$ cat config.mk
export PLATFORM = sky130hd
export DESIGN_NAME = scl_phase_divider
export DESIGN_NICKNAME = d
export VERILOG_FILES = /design/src/rtl/scl_div_pkg.sv /design/src/rtl/scl_div_cfg.sv /design/src/rtl/scl_div_seq.sv /design/src/rtl/scl_phase_divider.sv
export SDC_FILE = /design/constraint.sdc
export NUM_CORES = 1
export LEC_CHECK = 0
export ABC_AREA = 0
export BUFFER_PORTS_ARGS = -buffer_cell sky130_fd_sc_hd__buf_2
export CORE_ASPECT_RATIO = 2
export CORE_MARGIN = 4
export CORE_UTILIZATION = 59
export DETAILED_ROUTE_END_ITERATION = 8
export GPL_ROUTABILITY_DRIVEN = 0
export GPL_TIMING_DRIVEN = 0
export PLACE_DENSITY = 0.89
export SLEW_MARGIN = 20
export SYNTH_ARGS = -nofsm -noshare
export SYNTH_HDL_FRONTEND = slang
export SYNTH_SLANG_ARGS = --single-unit
$ cat constraint.sdc
create_clock -name clk -period 6.4 [get_ports clk]
set_input_delay 0.96 -clock clk [delete_from_list [all_inputs] [get_ports clk]]
set_output_delay 0.96 -clock clk [all_outputs]
set_load 0.02 [all_outputs]
$ cat src/rtl/scl_div_pkg.sv
package scl_div_pkg;
    typedef enum logic [1:0] {
        ST_IDLE = 2'd0,
        ST_LOW  = 2'd1,
        ST_HIGH = 2'd2
    } scl_state_e;
endpackage

$ cat src/rtl/scl_div_cfg.sv
module scl_div_cfg #(
    parameter int DIV_W = 16
) (
    input  logic               clk,
    input  logic               rst_n,
    input  logic               wr_en,
    input  logic [2*DIV_W-1:0] wr_data,
    input  logic               load,
    output logic [DIV_W-1:0]   act_lo,
    output logic [DIV_W-1:0]   act_hi
);
    localparam int REG_W = 2 * DIV_W;

    logic [REG_W-1:0] pend_q;
    logic [REG_W-1:0] act_q;

    always_ff @(posedge clk or negedge rst_n) begin
        if (!rst_n) begin
            pend_q <= '0;
        end else if (wr_en) begin
            pend_q <= wr_data;
        end
    end

    always_ff @(posedge clk or negedge rst_n) begin
        if (!rst_n) begin
            act_q <= '0;
        end else if (load) begin
            act_q <= pend_q;
        end
    end

    assign act_lo = act_q[DIV_W-1:0];
    assign act_hi = act_q[REG_W-1:DIV_W];

    // active counts move only on a phase-start load
    assert_act_hold_R5: assert property (@(posedge clk) disable iff (!rst_n)
        !$stable(act_q) |-> $past(load));
endmodule

$ cat src/rtl/scl_div_seq.sv
module scl_div_seq
    import scl_div_pkg::*;
#(
    parameter int DIV_W = 16
) (
    input  logic             clk,
    input  logic             rst_n,
    input  logic             enable,
    input  logic [DIV_W-1:0] div_lo,
    input  logic [DIV_W-1:0] div_hi,
    output logic             load,
    output logic             scl_hi,
    output logic             q_stb,
    output logic [1:0]       q_idx
);
    localparam int CNT_W = DIV_W + 1;

    scl_state_e       st, st_n;
    logic [CNT_W-1:0] cnt, cnt_n;
    logic [1:0]       qtr, qtr_n;
    logic [CNT_W-1:0] lim;

    // quarter length is 2*(D+1); last count is 2*D+1
    assign lim = (st == ST_HIGH) ? {div_hi, 1'b1} : {div_lo, 1'b1};

    always_comb begin
        st_n  = st;
        cnt_n = cnt;
        qtr_n = qtr;
        load  = 1'b0;
        unique case (st)
            ST_IDLE: begin
                st_n  = ST_LOW;
                cnt_n = '0;
                qtr_n = 2'd0;
                load  = 1'b1;
            end
            ST_LOW, ST_HIGH: begin
                if (cnt == lim) begin
                    cnt_n = '0;
                    if (qtr == 2'd3) begin
                        qtr_n = 2'd0;
                        if (st == ST_LOW) begin
                            st_n = ST_HIGH;
                        end else begin
                            st_n = ST_LOW;
                            load = 1'b1;
                        end
                    end else begin
                        qtr_n = qtr + 2'd1;
                    end
                end else begin
                    cnt_n = cnt + 1'b1;
                end
            end
            default: begin
                st_n  = ST_IDLE;
                cnt_n = '0;
                qtr_n = 2'd0;
            end
        endcase
        if (!enable) begin
            st_n  = ST_IDLE;
            cnt_n = '0;
            qtr_n = 2'd0;
            load  = 1'b0;
        end
    end

    always_ff @(posedge clk or negedge rst_n) begin
        if (!rst_n) begin
            st  <= ST_IDLE;
            cnt <= '0;
            qtr <= 2'd0;
        end else begin
            st  <= st_n;
            cnt <= cnt_n;
            qtr <= qtr_n;
        end
    end

    always_comb begin
        scl_hi = (st != ST_LOW);
        q_stb  = (st != ST_IDLE) && (cnt == '0);
        q_idx  = qtr;
    end

    // a disabled cycle leaves SCL high with no strobe
    assert_idle_high_R6: assert property (@(posedge clk) disable iff (!rst_n)
        !$past(enable) |-> (scl_hi && !q_stb));

    // a non-first quarter strobe follows the previous quarter
    assert_quarter_step_R4: assert property (@(posedge clk) disable iff (!rst_n)
        (q_stb && q_idx != 2'd0) |-> (q_idx == $past(q_idx) + 2'd1));

    // while enabled, SCL changes level only at a quarter-0 strobe
    assert_phase_edge_R3: assert property (@(posedge clk) disable iff (!rst_n)
        ($past(enable) && scl_hi != $past(scl_hi)) |-> (q_stb && q_idx == 2'd0));

    // quarter number holds between strobes
    assert_quarter_hold_R4: assert property (@(posedge clk) disable iff (!rst_n)
        ($past(enable) && !q_stb) |-> $stable(q_idx));
endmodule

$ cat src/rtl/scl_phase_divider.sv
module scl_phase_divider #(
    parameter int DIV_W = 16
) (
    input  logic               clk,
    input  logic               rst_n,
    input  logic               enable,
    input  logic               cfg_we,
    input  logic [2*DIV_W-1:0] cfg_wdata,
    output logic               scl_hi,
    output logic               q_stb,
    output logic [1:0]         q_idx
);
    logic [DIV_W-1:0] act_lo;
    logic [DIV_W-1:0] act_hi;
    logic             load;

    scl_div_cfg #(.DIV_W(DIV_W)) u_cfg (
        .clk     (clk),
        .rst_n   (rst_n),
        .wr_en   (cfg_we),
        .wr_data (cfg_wdata),
        .load    (load),
        .act_lo  (act_lo),
        .act_hi  (act_hi)
    );

    scl_div_seq #(.DIV_W(DIV_W)) u_seq (
        .clk    (clk),
        .rst_n  (rst_n),
        .enable (enable),
        .div_lo (act_lo),
        .div_hi (act_hi),
        .load   (load),
        .scl_hi (scl_hi),
        .q_stb  (q_stb),
        .q_idx  (q_idx)
    );
endmodule

# --- Word level (Yosys, flattened, before mapping) ---
# Index checks and enable logic that the tools add are counted.
classes:
  addsub: 2
  multipliers: 0
  div: 0
  magnitude_cmp: 0
  eq_ne: 7
  n_shift: 0
  muxes: 18
  n_bitwise: 0
  reduce_logical: 6
op_table:
  columns: ["op", "n"]
  rows:
  - ["17-bit 2-to-1 mux", 4]
  - ["17-bit by 1-bit adder with 17-bit output (second input constant)", 1]
  - ["17-bit equality test", 1]
  - ["17-bit zero test", 1]
  - ["2-bit 2-to-1 mux", 8]
  - ["3-bit by 2-bit != test with 1-bit output (second input constant)", 2]
  - ["2-bit equality test (second input constant)", 2]
  - ["1-bit 2-to-1 mux", 4]
  - ["2-bit case mux with 2 select lines", 1]
  - ["2-bit by 1-bit adder with 2-bit output (second input constant)", 1]
  - ["2-bit by 1-bit equality test with 1-bit output (second input constant)", 1]
  - ["2-bit zero test", 1]
  - ["2-bit by 1-bit != test with 1-bit output (second input constant)", 1]
  - ["1-bit case mux with 2 select lines", 1]
  - ["2-bit AND reduction", 1]
  - ["2-bit nonzero test", 1]
  - ["2-bit OR reduction", 1]
  - ["1-bit logical AND", 1]
totals:
  reg_bits: 85
  latch_bits: 0
  mem_bits_rw: 0
  rom_bits: 0
  input_bits: 36
  memories: 0

# --- Longest topological paths before layout ---
logic_depth:
  word_depth: 6
  mapped_depth: 11
  ltp_nobuf: 8

# --- Hierarchy ---
# From an unflattened synthesis, not the netlist that was laid out.
hier_totals:
  hier_cells: 304
  area_unflattened_um2: 4257.8
modules_own_cells:
  columns: ["mod", "instances", "cells_each", "area_each_um2"]
  rows:
  - ["scl_div_cfg", 1, 136, 2690.1]
  - ["scl_div_seq", 1, 168, 1567.8]

# --- Worst setup path before layout ---
# Ideal clock, no wire load.
synth_timing:
  kind: "register to output"
  startpoint: "register u_seq.st[0]"
  endpoint: "output q_stb"
  t_arrival_ns: 1.750
  setup_slack_ns: 3.690
  stages_incl_launch_ff: 6
  path_buffers: 0
  path_cell_list: "dfrtp_1 inv_1 ha_1 nor4_1 nand4_1 nor4b_1"
synth_between:
  elab_chain_cells: 2
synth_rtl:
  columns: ["element", "line", "source"]
  rows:
  - ["from (decl)", "scl_div_seq.sv:18", "scl_state_e st, st_n;"]
  - ["from (signal assigned)", "scl_div_seq.sv:76", "st <= st_n;"]
  - ["2-bit nonzero test", "scl_div_seq.sv:84", "q_stb = (st != ST_IDLE) && (cnt == '0);"]
  - ["1-bit logical AND", "scl_div_seq.sv:84", null]
  - ["to (decl)", "scl_phase_divider.sv:10", "output logic q_stb,"]
# No other way between the ends.

# --- Worst setup path in the final report ---
layout_timing:
  startpoint: "register u_seq.st[0]"
  endpoint: "register u_cfg.act_q[12]"
layout_between:
  elab_chain_cells: 6
layout_rtl:
  columns: ["element", "line", "source"]
  rows:
  - ["2-bit equality test or 2-bit by 1-bit equality test with 1-bit output (tied branches)", "scl_div_seq.sv:24, scl_div_seq.sv:31, scl_div_seq.sv:43", null]
  - ["17-bit 2-to-1 mux or 1-bit 2-to-1 mux (tied branches)", "scl_div_seq.sv:24, scl_div_seq.sv:43", null]
  - ["17-bit equality test or 1-bit 2-to-1 mux (tied branches)", "scl_div_seq.sv:39, scl_div_seq.sv:41", null]
  - ["1-bit 2-to-1 mux", "scl_div_seq.sv:39", "if (cnt == lim) begin"]
  - ["1-bit case mux with 2 select lines (*)", "scl_div_seq.sv:31", "unique case (st)"]
  - ["1-bit 2-to-1 mux (*)", "scl_div_seq.sv:62", "if (!enable) begin"]
  - ["to (signal assigned)", "scl_div_cfg.sv:29", "act_q <= pend_q;"]
  - ["to (decl)", "scl_div_cfg.sv:15", "logic [REG_W-1:0] act_q;"]
# Mark *: on every way between the ends. The rest lies on a longest branch, timed or not.
# A chain may end at the register's enable or synchronous reset.

==> flow_summary.toml <==
[floorplanning]
dieArea_sq_um = 9416
initial_core_util = 0.6092
rows = 45
die_w_um = 70.65
ios = 40
core_area_sq_um = 7601
die_h_um = 133.3

[setup_path]
cp-end-kind = "register"
critPathRequiredTime_ns = 6.62
critPathLaunchType = "register"
path_class = "register to register"
crit_fanout = 10
arrival_ns = 3.22

[cells_and_area]
diodes = 0
layout.cells.most_common = "dfrtp_1"
layout_common_cells = "dfrtp_1 (85), nand2_1 (71), nor2_1 (55)"
stdcell_count = 626
drive_above_1_share = 0.2162
area_growth_pct = 13.51
fin_nets = 571
fillers = 571

[timing]
fin_worst_skew_ns = 0.009689
tightest_slew_ns = 0.7020
fin_crit_sh = 0.4677
hold_viol_final = 0
hold-worst-slack_ns = 0.5234
rsz0062_at_grt = "false"
relSlewSlack = 0.5320
fin_crit_ns = 2.993
clock.fmax_mhz = 334.1
finalSetupViolCount = 0
setup_tns_ns = 0
slew_violations = 0

[clocking]
clockBufferDepth = 2
cts_tree = "yes"
numCtsBuffers = 9
cts_htree_levels = 3
cts_setup_buffers = 0
clock-sinks = 85
cts_hold_buf = 0
ctsResizeCount = 0
cts.clk_slew.worst_paths_ns = 0.06
clockRootBuffer = "clkbuf_16"
insertion_delay_ns = 0.35

[routing]
first_pass_iters = 6
vias_per_cell = 6.260
wire_per_inst_um = 18.81
drcViolationCount = 0
final_antenna_net_count = 0
vias = 3919
dr.first_iter.drc_count = 389
postRouteWirelength_mm = 11.77

[pwr]
vdd_drop_max_v = 0.0002558
power_density_nw_per_um2 = 369.4
p_total_mw = 1.942
leakage_nw = 2.326

[status]
outcome = "finished, final reports clean"

[min_path]
min_path_type = "register to register"

[synth]
avgSynthCellArea_sq_um = 9.688
yosysWarnings = 0
synthDistinctLibCells = 32
ys_seq_elements = 85
syn_inst = 478
synth-seq-area-share = 0.4593
synth_nets = 522
synth.cell_area_sq_um = 4631

[global_routing]
grt_pass1_wl_mm = 19.62
grt_usage = 0.2659
first_global_vias = 4052
antenna_found_initial = 0
grt_start_max_net_pins = 54
gr-total-overflow = 0

[place]
hpwl_mm = 8.453
io_buffers = 37
dp_cells = 610

[job]
cap_viol_max_count = 0
[cells in the mapped netlist, drive strengths merged]
library cell | number | area, sq um
a21oi | 33 | 165.2
nor2b | 2 | 12.51
nor4b | 2 | 17.52
xnor2 | 17 | 148.9
a31oi | 1 | 6.260
mux2i | 16 | 160.2
nand3 | 44 | 220.2
or3 | 1 | 6.260
buf | 9 | 67.56
inv | 6 | 22.52
clkbuf | 25 | 93.84
o21ai | 1 | 5.000
nand2 | 71 | 266.5
dfrtp | 85 | 2127
nor4 | 6 | 43.79
nor2 | 55 | 206.5
o211ai | 35 | 362.9
xor2 | 13 | 113.9
nor3 | 1 | 5.000
ha | 8 | 100.1
and2 | 1 | 6.260
and4 | 1 | 8.760
mux2 | 34 | 382.9
and3 | 4 | 25.02
nor3b | 1 | 7.510
o2111a | 1 | 11.26
nand4 | 5 | 37.53
[cell families (layout without fill, tap and decap cells)]
family,after synthesis,in the layout,synth area share
adder cells (fa/ha/maj),8,8,0.02162
buffers and inverters,40,94,0.03972
XOR/XNOR,30,30,0.05674
flip-flops,85,85,0.4593
multiplexers,50,50,0.1173
AND/OR/NAND/NOR,194,194,0.1864
AO/OA/AOI/OAI,71,71,0.1189
[routing by layer]
layer  global-route usage  up-vias  wire [um]
li1                     -     1751          -
met1               0.2870     1893       3969
met2               0.4582      214       6301
met3              0.05136       61        727
met4               0.1831        0        776
met5                    0        -          0
[worst max-delay path: stages (launching register included)]
cell and delay, ns:
dfrtp_1 0.43, inv_1 0.12, ha_1 0.17, buf_4 0.18, buf_6 0.19, mux2i_1 0.29
xnor2_1 0.11, nor4_1 0.40, nand4_2 0.31, clkbuf_1 0.34, nand3_1 0.23, o211ai_2 0.10
[report_power, final]
part	leakage (nW)	internal, mW	switching [mW]
clock network	0.149	0.310	0.209
registers	0.972	0.635	0.109
logic	1.21	0.281	0.397
total	2.33	1.23	0.715
[worst paths after layout]
path / start / endpoint / slack [ns] / cells after the start
min in group asynchronous: rst_n / u_seq.st[0] / 0.56 / 1
max in group asynchronous: rst_n / u_cfg.pend_q[28] / 5.23 / 2
hold / removal: u_cfg.pend_q[13] / u_cfg.act_q[13] / 0.52 / 2
setup reg to reg: u_seq.st[0] / u_cfg.act_q[12] / 3.41 / 11
setup / recovery: u_seq.st[0] / u_cfg.act_q[12] / 3.41 / 11
hold reg to reg: u_cfg.pend_q[13] / u_cfg.act_q[13] / 0.52 / 2
[through the flow]
step	util	setup WS [ns]	cell area, sq um
floorplan	-	3.690	4631
global placement	0.6491	3.466	4933
detailed placement	0.6530	3.359	4964
CTS	0.6915	3.425	5256
global route	0.6915	3.231	5256
finish	0.6915	3.407	5256
[final cells by class]
cell class	instances	area [sq um]	area share
Timing Repair Buffer	38	215.2	0.04094
Buffer	34	161.4	0.03071
Inverter	6	22.52	0.004285
Sequential cell	85	2127	0.4047
Clock inverter	5	50.05	0.009522
Tap cell	94	117.6	0.02238
Clock buffer	11	242.7	0.04618
Multi-Input combinational cell	353	2320	0.4413
[flip-flops by register name, summed over array words and instances, names as in the netlist]
register,cells
u_cfg.act_q,32
u_cfg.pend_q,32
u_seq.cnt,17
u_seq.q_idx,2
u_seq.st,2
Power figures use the tool's default switching activity.
